## src/rtl/uwb_pkg.sv

```systemverilog
package uwb_pkg;

  // Bridge service state: one request in flight at a time.
  typedef enum logic [1:0] {
    ST_IDLE  = 2'd0,
    ST_WRITE = 2'd1,
    ST_READ  = 2'd2
  } bridge_state_t;

  // Byte value that closes a received word early.
  localparam logic [7:0] LINE_FEED = 8'h0A;

endpackage

```

## src/rtl/uwb_tx_packer.sv

```systemverilog
module uwb_tx_packer #(
  parameter int DATA_W = 32,
  parameter int BYTE_W = 8,
  parameter int TX_GAP = 8680
) (
  input  logic              clk,
  input  logic              rst,
  input  logic              start,
  input  logic [DATA_W-1:0] word,
  output logic              ready,
  output logic              done,
  output logic [BYTE_W-1:0] tx_value,
  output logic              tx_valid
);

  localparam int LANES = DATA_W / BYTE_W;
  localparam int CNT_W = $clog2(LANES + 1);
  localparam int GAP_W = (TX_GAP > 1) ? $clog2(TX_GAP) : 1;

  logic [DATA_W-1:0] shift_q;
  logic [CNT_W-1:0]  left_q;
  logic [GAP_W-1:0]  gap_q;
  logic              emit;

  // A byte leaves when one is pending and the spacing counter has drained.
  assign emit  = (left_q != '0) && (gap_q == '0);
  assign done  = emit && (left_q == CNT_W'(1));
  assign ready = (left_q == '0);

  always_ff @(posedge clk) begin
    if (rst) begin
      shift_q  <= '0;
      left_q   <= '0;
      gap_q    <= '0;
      tx_value <= '0;
      tx_valid <= 1'b0;
    end else begin
      tx_valid <= emit;
      if (emit) begin
        tx_value <= shift_q[BYTE_W-1:0];
        shift_q  <= shift_q >> BYTE_W;
        left_q   <= left_q - CNT_W'(1);
        gap_q    <= GAP_W'(TX_GAP - 1);
      end else if (gap_q != '0) begin
        gap_q <= gap_q - GAP_W'(1);
      end
      if (start && ready) begin
        shift_q <= word;
        left_q  <= CNT_W'(LANES);
      end
    end
  end

endmodule

```

## src/rtl/uwb_rx_gather.sv

```systemverilog
module uwb_rx_gather #(
  parameter int              DATA_W  = 32,
  parameter int              BYTE_W  = 8,
  parameter logic [BYTE_W-1:0] NL_CODE = 8'h0A
) (
  input  logic              clk,
  input  logic              rst,
  input  logic              arm,
  input  logic              enable,
  input  logic              rx_valid,
  input  logic [BYTE_W-1:0] rx_value,
  output logic              done,
  output logic [DATA_W-1:0] word
);

  localparam int LANES = DATA_W / BYTE_W;
  localparam int IDX_W = (LANES > 1) ? $clog2(LANES) : 1;

  logic [DATA_W-1:0] acc_q;
  logic [IDX_W-1:0]  idx_q;
  logic              hit, is_nl, take, last;

  assign hit   = enable && rx_valid;
  assign is_nl = (rx_value == NL_CODE);
  assign take  = hit && !is_nl;
  assign last  = (idx_q == IDX_W'(LANES - 1));
  assign done  = hit && (is_nl || last);

  // Merge the incoming byte into its lane; other lanes keep the accumulator.
  for (genvar g = 0; g < LANES; g++) begin : g_lane
    assign word[g*BYTE_W +: BYTE_W] =
      (take && (idx_q == IDX_W'(g))) ? rx_value : acc_q[g*BYTE_W +: BYTE_W];
  end

  always_ff @(posedge clk) begin
    if (rst || arm) begin
      acc_q <= '0;
      idx_q <= '0;
    end else if (take && !done) begin
      acc_q <= word;
      idx_q <= idx_q + IDX_W'(1);
    end
  end

endmodule

```

## src/rtl/uart_word_bridge.sv

```systemverilog
module uart_word_bridge #(
  parameter int                ADDR_W   = 32,
  parameter int                DATA_W   = 32,
  parameter int                BYTE_W   = 8,
  parameter logic [ADDR_W-1:0] DEV_ADDR = 32'h4000_0000,
  parameter int                TX_GAP   = 8680
) (
  input  logic              clk,
  input  logic              rst,
  input  logic              rd_en,
  input  logic [ADDR_W-1:0] rd_addr,
  input  logic              wr_en,
  input  logic [ADDR_W-1:0] wr_addr,
  input  logic [DATA_W-1:0] wr_data,
  output logic [DATA_W-1:0] rd_data,
  output logic              busy,
  output logic [BYTE_W-1:0] tx_value,
  output logic              tx_valid,
  input  logic [BYTE_W-1:0] rx_value,
  input  logic              rx_valid
);

  import uwb_pkg::*;

  bridge_state_t     state_q, state_n;
  logic              pend_q, pend_n;
  logic              wr_hit, rd_hit;
  logic              tx_start, tx_ready, tx_done;
  logic              rx_arm, rx_done;
  logic [DATA_W-1:0] rx_word;

  assign wr_hit = wr_en && (wr_addr == DEV_ADDR);
  assign rd_hit = rd_en && (rd_addr == DEV_ADDR);

  uwb_tx_packer #(
    .DATA_W (DATA_W),
    .BYTE_W (BYTE_W),
    .TX_GAP (TX_GAP)
  ) tx_i (
    .clk      (clk),
    .rst      (rst),
    .start    (tx_start),
    .word     (wr_data),
    .ready    (tx_ready),
    .done     (tx_done),
    .tx_value (tx_value),
    .tx_valid (tx_valid)
  );

  uwb_rx_gather #(
    .DATA_W  (DATA_W),
    .BYTE_W  (BYTE_W),
    .NL_CODE (BYTE_W'(LINE_FEED))
  ) rx_i (
    .clk      (clk),
    .rst      (rst),
    .arm      (rx_arm),
    .enable   (state_q == ST_READ),
    .rx_valid (rx_valid),
    .rx_value (rx_value),
    .done     (rx_done),
    .word     (rx_word)
  );

  always_comb begin
    state_n  = state_q;
    pend_n   = pend_q;
    tx_start = 1'b0;
    rx_arm   = 1'b0;
    unique case (state_q)
      ST_IDLE: begin
        if (wr_hit && tx_ready) begin
          state_n  = ST_WRITE;
          tx_start = 1'b1;
          pend_n   = rd_hit;
        end else if (rd_hit) begin
          state_n = ST_READ;
          rx_arm  = 1'b1;
        end
      end
      ST_WRITE: begin
        if (rd_hit) pend_n = 1'b1;
        if (tx_done) begin
          pend_n = 1'b0;
          if (pend_q || rd_hit) begin
            state_n = ST_READ;
            rx_arm  = 1'b1;
          end else begin
            state_n = ST_IDLE;
          end
        end
      end
      ST_READ: begin
        if (rx_done) state_n = ST_IDLE;
      end
      default: state_n = ST_IDLE;
    endcase
  end

  always_ff @(posedge clk) begin
    if (rst) begin
      state_q <= ST_IDLE;
      pend_q  <= 1'b0;
      busy    <= 1'b0;
      rd_data <= '0;
    end else begin
      state_q <= state_n;
      pend_q  <= pend_n;
      busy    <= (state_n != ST_IDLE);
      if (state_q == ST_READ && rx_done) rd_data <= rx_word;
    end
  end

endmodule

```

## config.mk

```make
export PLATFORM = sky130hd
export DESIGN_NAME = uart_word_bridge
export DESIGN_NICKNAME = d
export VERILOG_FILES = /design/src/rtl/uwb_pkg.sv /design/src/rtl/uwb_tx_packer.sv /design/src/rtl/uwb_rx_gather.sv /design/src/rtl/uart_word_bridge.sv
export SDC_FILE = /design/constraint.sdc
export NUM_CORES = 1
export LEC_CHECK = 0
export ABC_AREA = 1
export BUFFER_PORTS_ARGS = -buffer_cell sky130_fd_sc_hd__buf_2
export CAP_MARGIN = 5
export CORE_ASPECT_RATIO = 1.2
export CORE_MARGIN = 3
export CORE_UTILIZATION = 48
export DETAILED_ROUTE_END_ITERATION = 16
export PLACE_DENSITY = 0.76
export SYNTH_ARGS = -nofsm -noshare
export SYNTH_HDL_FRONTEND = slang
export SYNTH_SLANG_ARGS = --single-unit
```

## constraint.sdc

```tcl
create_clock -name clk -period 2.3 [get_ports clk]
set_input_delay 0.115 -clock clk [delete_from_list [all_inputs] [get_ports clk]]
set_output_delay 0.115 -clock clk [all_outputs]
set_load 0.02 [all_outputs]
```

==> flow_metrics.env <==
export IMPL_fillers=1157
export IMPL_crit_path_start_kind="register"
export IMPL_fin_worst_skew_ps=6.83
export IMPL_slew_headroom=0.594
export IMPL_cts_made_buffers=17
export IMPL_hpwl_um=11100
export IMPL_final_hold_viol_count=0
export IMPL_core_sq_um=12300
export IMPL_path_cells="inv_1 > ha_1 > ha_1 > inv_2 > nor2_2 > nand3_1 > nor2_1 > nand3_4 > buf_4 > o21ai_0 > nand2_1 > a21oi_1"
export IMPL_dr_pass1_iters=6
export IMPL_place_congestion=0.904
export IMPL_finalSetupTns_ps=0
export IMPL_first_global_vias=5873
export IMPL_io_pins=151
export IMPL_port_buffers=150
export IMPL_initial_core_util=0.502
export IMPL_via_per_inst=4.95
export IMPL_first_iter_violations=397
export IMPL_cpPeakStageDelay_ps=320
export IMPL_finalNetCount=1210
export IMPL_antenna_found_initial=1
export IMPL_cellPowerDensity_nw_per_um2=761
export IMPL_synth_seq_cells=128
export IMPL_grt_first_pass_wirelength_um=26300
export IMPL_rsz0062_at_grt="no"
export IMPL_grtUsageTotal=0.231
export IMPL_holdCritPathClass="in2reg"
export IMPL_cp_max_fo=14
export IMPL_netlist_area_sq_um=6190
export IMPL_ys_seq_area_frac=0.414
export IMPL_synth_main_ff_cell="dfxtp_1"
export IMPL_cts_setup_buffers=0
export IMPL_syn_nets=1044
export IMPL_htree_levels=4
export IMPL_dieArea_sq_um=14300
export IMPL_cts_tree="yes"
export IMPL_synth_edf_count=0
export IMPL_areaGrowthSynthToFinish_pct=27.8
export IMPL_cp_arrival_ps=2430
export IMPL_period_minus_slack_ps=2080
export IMPL_clk_path_buf_depth=2
export IMPL_critical_path_top_delay_family="simple AND/OR/NAND/NOR gates"
export IMPL_critPathKind="reg2reg"
export IMPL_dieWidth_um=110
export IMPL_synth_distinct_cells=33
export IMPL_drive_gt1_frac=0.199
export IMPL_clkLatencyLatePin_ps=420
export IMPL_power_leakage_nw=3.91
export IMPL_vdd_ir_drop_worst_mv=0.532
export IMPL_holdWs_ps=18.2
export IMPL_path_buf_inv=3
export IMPL_clkSinkCount=128
export IMPL_grt_max_degree=50
export IMPL_maxCapViolCount=0
export IMPL_status="completed"
export IMPL_fin_ws_ps=220
export IMPL_path_clk_slew_ps=60
export IMPL_cts_root_buf="clkbuf_16"
export IMPL_endpoint_kind="register"
export IMPL_synthCells=927
export IMPL_vias=6282
export IMPL_post_route_util=0.642
export IMPL_cp_slowest_cell="dfxtp_1"
export IMPL_std_cell_rows=44
export IMPL_slew_viol_final=0
export IMPL_die_h_um=130
export IMPL_max_freq_ghz=0.481
export IMPL_synth_avg_cell_area_sq_um=6.68
export IMPL_setup_viol=0
export IMPL_finalCritPeriodShare=0.904
export IMPL_wire_per_inst_um=12.8
export IMPL_tightest_slew_ps=608
export IMPL_ant_nets=0
export IMPL_cp_required_ps=2650
export IMPL_routed_wl_um=16300
export IMPL_drc_errors=0
export IMPL_grt_ovfl_total=0
export IMPL_place_ws_ps=131
export IMPL_async_flop_share=0
export IMPL_synth_warning_count=0
export IMPL_cp_common_cell="ha_1"
## final timing paths
check,start,end,slack (ps),depth (start not counted)
worst min-delay path,wr_data[2],tx_i.shift_q[2],20,5
worst max-delay path,tx_i.left_q[0],tx_i.shift_q[17],220,12
worst max register to register,tx_i.left_q[0],tx_i.shift_q[17],220,12
worst min register to register,rx_i.acc_q[29],rx_i.acc_q[29],420,2
## logic make-up after synthesis
family	Yosys count	share of synthesized area
flip-flops	128	0.414
buffers and inverters	175	0.117
adder cells (fa/ha/maj)	8	0.0162
AO/OA/AOI/OAI	116	0.0958
XOR/XNOR	6	0.00849
AND/OR/NAND/NOR	494	0.349
## layout make-up
| cell class | count | area, sq um | area share |
|---|---|---|---|
| sequential | 128 | 2560 | 0.324 |
| multi-input combinational | 624 | 2910 | 0.368 |
| antenna | 1 | 2.50 | 0.000316 |
| timing repair buffer | 193 | 1160 | 0.147 |
| inverter | 129 | 487 | 0.0615 |
| tap | 161 | 201 | 0.0255 |
| clock buffer | 22 | 474 | 0.0599 |
| clock inverter | 10 | 110 | 0.0139 |
## flip-flops by register name, indices dropped and copies added (netlist names)
name	cells
rx_i.acc_q	32
tx_i.tx_valid	1
tx_i.tx_value	8
rx_i.idx_q	2
rd_data	32
pend_q	1
tx_i.left_q	3
busy	1
state_q	2
tx_i.shift_q	32
tx_i.gap_q	14
## cells in the mapped netlist (2+ instances only)
cell	instances	area [sq um]
nand4_2	2	25.0
inv_2	4	15.0
nand2_2	3	18.8
nor3_1	5	25.0
clkbuf_1	23	86.3
a31oi_1	2	12.5
nor2_2	6	37.5
nand3_2	2	20.0
inv_1	123	462
o21ai_0	43	215
a211oi_1	3	22.5
buf_2	14	70.1
xor2_1	6	52.6
buf_4	3	22.5
buf_6	5	56.3
ha_1	8	100
nand3_1	107	536
o21ai_1	8	40.0
nand2_1	209	785
nor4_1	3	18.8
a21oi_1	59	295
nor2_1	121	454
dfxtp_1	128	2560
nand4_1	31	194
## layout by cell type, fill, tap and decap left out, types with 2 or more instances in the layout
master and n:
clkbuf_16 17, clkinv_2 4, nand2_2 3, nand4_2 2, nor4_1 3, a211oi_1 3, o21ai_0 43, clkbuf_8 3
nand2_1 209, buf_4 16, nor2_1 121, inv_2 5, nor2_2 6, nand4_1 31, o21ai_1 8, nand3_1 107
clkinvlp_4 4, a21oi_1 59, dfxtp_1 128, clkbuf_1 2, nor3_1 5, inv_1 122, buf_2 150, buf_12 2
a31oi_1 2, bufinv_16 2, xor2_1 6, dlygate4sd3_1 25, ha_1 8
## per-stage QoR
| step | std cells | total power [mW] | cell area [sq um] |
|---|---|---|---|
| 2_1_floorplan | 927 | 3.14 | 6190 |
| 3_3_place_gp | 1210 | 3.38 | 7070 |
| 3_5_place_dp | 1210 | 3.39 | 7070 |
| 4_1_cts | 1267 | 6.07 | 7900 |
| 5_1_grt | 1268 | 6.28 | 7910 |
| 6_report | 1268 | 6.02 | 7910 |
## where the power goes
group | switching, mW | internal (mW)
combinational | 0.592 | 0.393
clock | 0.959 | 1.67
sequential | 0.0872 | 2.32
total | 1.64 | 4.38
## routing by layer
metal,GRT usage,wire (um),part of all wire
met5,0,0,0
met4,0.103,327,0.020
met3,0.0423,734,0.045
met2,0.401,8190,0.50
met1,0.278,7010,0.43
## timing repair
action / CTS / global route
hold buffers: 25 / 0
endpoints found under the hold margin: 25 / 0
gates resized for setup: 0 / 2
setup endpoints to repair: 0 / 20
## worst register-to-register path: stages, from the launching register on
cell     delay, ps
dfxtp_1        320
inv_1           80
ha_1           150
ha_1           180
inv_2           70
nor2_2          70
nand3_1         90
nor2_1         200
nand3_4        200
buf_4          230
o21ai_0        200
nand2_1         80
a21oi_1        140
(Power assumes the default switching activity.)
